$ cat src/rtl/srs_pkg.sv
package srs_pkg;
  typedef enum logic [1:0] {
    CMD_NOP_LO = 2'b00,
    CMD_READ   = 2'b01,
    CMD_WRITE  = 2'b10,
    CMD_NOP_HI = 2'b11
  } srs_cmd_e;
endpackage

$ cat src/rtl/srs_shifter.sv
module srs_shifter #(
  parameter int DATA_W = 8,
  parameter int ADDR_W = 8,
  parameter int IN_W   = 2
) (
  input  logic              clk_i,
  input  logic              rst_ni,
  input  logic [IN_W-1:0]   din_i,
  input  logic              strobe_i,
  output logic [DATA_W-1:0] data_o,
  output logic [ADDR_W-1:0] addr_o,
  output logic [DATA_W+ADDR_W-1:0] word_o
);
  localparam int SH_W = DATA_W + ADDR_W;

  logic [SH_W-1:0] sh_q;

  // strobe clock carries the command; payload is held for decode and serializer
  always_ff @(posedge clk_i or negedge rst_ni) begin
    if (!rst_ni)        sh_q <= '0;
    else if (!strobe_i) sh_q <= {sh_q[SH_W-IN_W-1:0], din_i};
  end

  assign data_o = sh_q[SH_W-1:ADDR_W];
  assign addr_o = sh_q[ADDR_W-1:0];
  assign word_o = sh_q;
endmodule

$ cat src/rtl/srs_regfile.sv
module srs_regfile #(
  parameter int DATA_W = 8,
  parameter int ADDR_W = 8
) (
  input  logic              clk_i,
  input  logic              rst_ni,
  input  logic              we_i,
  input  logic [ADDR_W-1:0] addr_i,
  input  logic [DATA_W-1:0] wdata_i,
  output logic [DATA_W-1:0] rdata_o
);
  localparam int DEPTH = 1 << ADDR_W;

  logic [DATA_W-1:0] mem_q [DEPTH];

  for (genvar g = 0; g < DEPTH; g++) begin : g_entry
    always_ff @(posedge clk_i or negedge rst_ni) begin
      if (!rst_ni)                         mem_q[g] <= '0;
      else if (we_i && (addr_i == ADDR_W'(g))) mem_q[g] <= wdata_i;
    end
  end

  // read mux follows the shifter continuously: prefetch before strobe
  assign rdata_o = mem_q[addr_i];
endmodule

$ cat src/rtl/srs_serializer.sv
module srs_serializer #(
  parameter int DATA_W = 8
) (
  input  logic                      clk_i,
  input  logic                      rst_ni,
  input  logic                      load_i,
  input  logic [DATA_W-1:0]         byte_i,
  output logic                      dout_o,
  output logic                      active_o,
  output logic [$clog2(DATA_W)-1:0] cnt_o
);
  localparam int CNT_W = $clog2(DATA_W);
  localparam logic [CNT_W-1:0] LAST = CNT_W'(DATA_W - 1);

  logic              active_q;
  logic [CNT_W-1:0]  cnt_q;
  logic [DATA_W-1:0] shreg_q;
  logic              sel_mux;
  logic              dout_q;

  always_ff @(posedge clk_i or negedge rst_ni) begin
    if (!rst_ni) begin
      active_q <= 1'b0;
      cnt_q    <= '0;
      shreg_q  <= '0;
    end else if (load_i) begin
      active_q <= 1'b1;
      cnt_q    <= '0;
      shreg_q  <= byte_i;
    end else if (active_q) begin
      shreg_q <= shreg_q << 1;
      if (cnt_q == LAST) begin
        active_q <= 1'b0;
        cnt_q    <= '0;
      end else begin
        cnt_q <= cnt_q + 1'b1;
      end
    end
  end

  // first bit bypasses the shift register: half-cycle path from the mux
  assign sel_mux = active_q && (cnt_q == '0);

  always_ff @(negedge clk_i or negedge rst_ni) begin
    if (!rst_ni)       dout_q <= 1'b0;
    else if (!active_q) dout_q <= 1'b0;
    else if (sel_mux)  dout_q <= byte_i[DATA_W-1];
    else               dout_q <= shreg_q[DATA_W-1];
  end

  assign dout_o   = dout_q;
  assign active_o = active_q;
  assign cnt_o    = cnt_q;
endmodule

$ cat src/rtl/strobe_reg_slave.sv
module strobe_reg_slave #(
  parameter int DATA_W = 8,
  parameter int ADDR_W = 8,
  parameter int IN_W   = 2
) (
  input  logic            sclk_i,
  input  logic            rst_ni,
  input  logic [IN_W-1:0] din_i,
  input  logic            strobe_i,
  output logic            dout_o
);
  import srs_pkg::*;

  localparam int SH_W  = DATA_W + ADDR_W;
  localparam int CNT_W = $clog2(DATA_W);

  logic [DATA_W-1:0] wdata;
  logic [ADDR_W-1:0] addr;
  logic [SH_W-1:0]   sh_word;
  logic [DATA_W-1:0] rd_byte;
  logic              ser_active;
  logic [CNT_W-1:0]  ser_cnt;
  srs_cmd_e          cmd;
  logic              do_read;
  logic              do_write;

  assign cmd      = srs_cmd_e'(din_i[1:0]);
  assign do_read  = strobe_i && (cmd == CMD_READ);
  assign do_write = strobe_i && (cmd == CMD_WRITE);

  srs_shifter #(.DATA_W(DATA_W), .ADDR_W(ADDR_W), .IN_W(IN_W)) i_shifter (
    .clk_i   (sclk_i),
    .rst_ni  (rst_ni),
    .din_i   (din_i),
    .strobe_i(strobe_i),
    .data_o  (wdata),
    .addr_o  (addr),
    .word_o  (sh_word)
  );

  srs_regfile #(.DATA_W(DATA_W), .ADDR_W(ADDR_W)) i_regfile (
    .clk_i  (sclk_i),
    .rst_ni (rst_ni),
    .we_i   (do_write),
    .addr_i (addr),
    .wdata_i(wdata),
    .rdata_o(rd_byte)
  );

  srs_serializer #(.DATA_W(DATA_W)) i_serializer (
    .clk_i   (sclk_i),
    .rst_ni  (rst_ni),
    .load_i  (do_read),
    .byte_i  (rd_byte),
    .dout_o  (dout_o),
    .active_o(ser_active),
    .cnt_o   (ser_cnt)
  );
endmodule

$ cat config.mk
export PLATFORM = sky130hd
export DESIGN_NAME = strobe_reg_slave
export DESIGN_NICKNAME = d
export VERILOG_FILES = /design/src/rtl/srs_pkg.sv /design/src/rtl/srs_shifter.sv /design/src/rtl/srs_regfile.sv /design/src/rtl/srs_serializer.sv /design/src/rtl/strobe_reg_slave.sv
export SDC_FILE = /design/constraint.sdc
export NUM_CORES = 2
export LEC_CHECK = 0
export ABC_AREA = 1
export BUFFER_PORTS_ARGS = -buffer_cell sky130_fd_sc_hd__buf_2
export CORE_MARGIN = 2
export CORE_UTILIZATION = 60
export CTS_BUF_LIST = sky130_fd_sc_hd__clkbuf_8
export CTS_CLUSTER_DIAMETER = 40
export DETAILED_ROUTE_END_ITERATION = 10
export GPL_ROUTABILITY_DRIVEN = 1
export MAX_ROUTING_LAYER = met4
export PLACE_DENSITY_LB_ADDON = 0.3
export SLEW_MARGIN = 10
export SYNTH_ARGS = -nofsm -noshare
export SYNTH_HDL_FRONTEND = slang
export SYNTH_SLANG_ARGS = --single-unit
export TNS_END_PERCENT = 10
$ cat constraint.sdc
create_clock -name sclk_i -period 5.3 [get_ports sclk_i]
set_input_delay 1.06 -clock sclk_i [delete_from_list [all_inputs] [get_ports sclk_i]]
set_output_delay 1.06 -clock sclk_i [all_outputs]
set_load 0.05 [all_outputs]
==> results.md <==
- Status: finished with violations
- Failing checks: design-rule violations
- Slowest stage delay, CP: 390 ps
- Drt first pass iters: 11
- Pins Over Slew Limit: 0
- Initial antenna violation count: 5
- Chip Height: 392 um
- Worst-path cell chain: buf_4
- CTS buffer count: 362
- # setup viols final: 0
- Least-Margin Pin Slew: 1360 ps
- CP Capture Type: primary output
- Detailed-route DRC error count: 1
- Routed Antenna Nets: 0
- Initial Util: 0.604
- Reg2reg setup slack: 100 ps
- Area delta synth->final: 9.24%
- Maximum fanout along the worst path: 1
- Setup Skew: 165 ps
- Hold WC Path Type: primary input to register
- Placed Area: 91300 um^2
- Drt total wl: 269 mm
- Final Instance Area: 98700 um^2
- GR Overflow Total: 0
- Routed wire length per instance: 21.1 um
- Commonest non-fill, non-tap cell in the layout: nand2_1
- Worst skew pair latency: 1070 ps
- Die ar.: 154000 um^2
- Post-Synthesis Cells: 10800
- Most frequent cells in the layout: nand2_1 (4632), o21ai_0 (2075), dfrtp_1 (2074), a22oi_1 (570), clkbuf_8 (454)
- FF+latch count, synth: 2077
- CP max-delay cell: dfrtn_1
- Cell Rows: 142
- Number of global-route vias before repair: 74200
- Total track usage: 0.365
- Synth Area per Inst: 8.38 um^2
- Nets: 10500
- CTS max path bufs: 4
- CTS tree: built
- Arrival time at the worst endpoint: 4190 ps
- Hpwl dp: 162 mm
- Nature of the critical path startpoint: register
- Violation count after the first detailed-route iteration: 9549
- RSZ-0062 raised after global routing: false
- Synth warn: 0
- CP Buf/Inv Count: 1
- Gpl congestion: 0.979
- Die width: 392 um
- Setup Crit Path Kind: register to primary output
- Sequential area share after synthesis: 0.575
- Final Hold Fails: 0
- Pin count of the biggest net entering global routing: 176
- Pwr dens: 344 nW/um^2
- Max-Cap Viols: 0
- Lkg Pwr: 46.3 nW
- Layout cells sized above 1: 0.0686
- Design Power: 34.0 mW
- Core area: 150000 um^2
- Worst VDD drop: 0.254 mV
- Port buffer count: 5
- Synthesized area: 90300 um^2
- Clock transition at path regs: 50 ps
- Setup tns final: 0 ps
- Worst endpoint required time: 4240 ps
- Worst rel slew slack: 0.0916
- CTS Root Buffer Type: clkbuf_8
- Delay-heaviest family, CP: flip-flops
- H-tree Lvls: 5
- Post-CTS Setup Inserts: 0
- Io pins: 6
- First-pass GRT wire length: 427 mm
- Vias: 77700
- Clk sinks: 2077
- Yosys cell types: 30
- Syn Nets: 10800
- Vias per cell: 6.09
-- worst paths after layout --
path	from	to	depth (start not counted)
setup / recovery	i_serializer.dout_o	dout_o	1
hold / removal	din_i[1]	i_shifter.word_o[1]	3
setup reg to reg	i_shifter.word_o[0]	i_serializer.dout_o	15
hold reg to reg	i_serializer.shreg_q[0]	i_serializer.shreg_q[0]	2
max in group asynchronous	rst_ni	i_serializer.dout_o	2
min in group asynchronous	rst_ni	i_regfile.mem_q[152]	2
-- timing repair --
action	CTS	global route
endpoints found under the setup margin	1	1
resized for setup	1	3
endpoints found under the hold margin	46	0
hold buffers	1	0
-- state kept, by name, summed over array words and instances (netlist names) --
register / count
i_regfile.mem_q: 2048
i_shifter.word_o: 16
i_serializer.shreg_q: 8
i_serializer.cnt_o: 3
i_serializer.active_o: 1
i_serializer.dout_o: 1
-- area by class of cell --
class / instances / area [um^2]
inverters: 48 / 258
clock buffers: 454 / 6250
repair buffers: 167 / 1640
flip-flops and latches: 2077 / 52000
diodes: 7 / 17.5
clock inverters: 170 / 1030
fillers: 12200 / 50900
multi-input cells: 7826 / 35000
well taps: 2016 / 2520
-- report_power, final --
group | internal, mW | switching [mW]
sequential | 16.1 | 0.184
combinational | 0.448 | 2.45
clock | 8.21 | 6.54
total | 24.8 | 9.18
-- routing by layer --
metal  routed length, um  track usage  vias to the layer above
li1                    -            -                    35000
met1              111000        0.506                    37900
met2              120000        0.529                     4046
met3               27600       0.0745                      783
met4               11100        0.149                        0
met5                   0            -                        -
-- per-stage QoR --
step	cells	util	hold WS, ps	setup slack [ps]
3_3_place_gp	12100	0.611	459	328
4_1_cts	12800	0.659	387	30.4
6_report	12800	0.660	409	50.0
5_1_grt	12800	0.660	397	13.5
2_1_floorplan	10800	-	444	712
3_5_place_dp	12100	0.611	469	309
-- logic make-up (layout without fill, tap and decap cells) --
kind of cell | count (synthesis) | count (layout) | synth area share
AND/OR/NAND/NOR | 5139 | 5139 | 0.221
AO/OA/AOI/OAI | 2684 | 2684 | 0.165
flip-flops | 2077 | 2077 | 0.575
buffers and inverters | 869 | 839 | 0.0381
adder cells (fa/ha/maj) | 3 | 3 | 0.000416
other | 0 | 7 | 0
-- cells in the mapped netlist, drive strengths merged --
master / count / area share
a31oi: 2 / 0.00014
clkbuf: 661 / 0.027
nand3: 30 / 0.0018
ha: 3 / 0.00042
nor2: 294 / 0.013
dfrtp: 2076 / 0.58
a22oi: 570 / 0.047
nand2: 4634 / 0.19
a21oi: 12 / 0.00066
inv: 48 / 0.0020
o21a: 1 / 0.000083
nor3: 4 / 0.00053
o21ai: 2098 / 0.12
buf: 160 / 0.0086
nand4: 166 / 0.011
nor4: 10 / 0.0024
dfrtn: 1 / 0.00028
a21boi: 1 / 0.000083
or2: 1 / 0.000069
No activity file was read; power rests on OpenSTA's default activity.
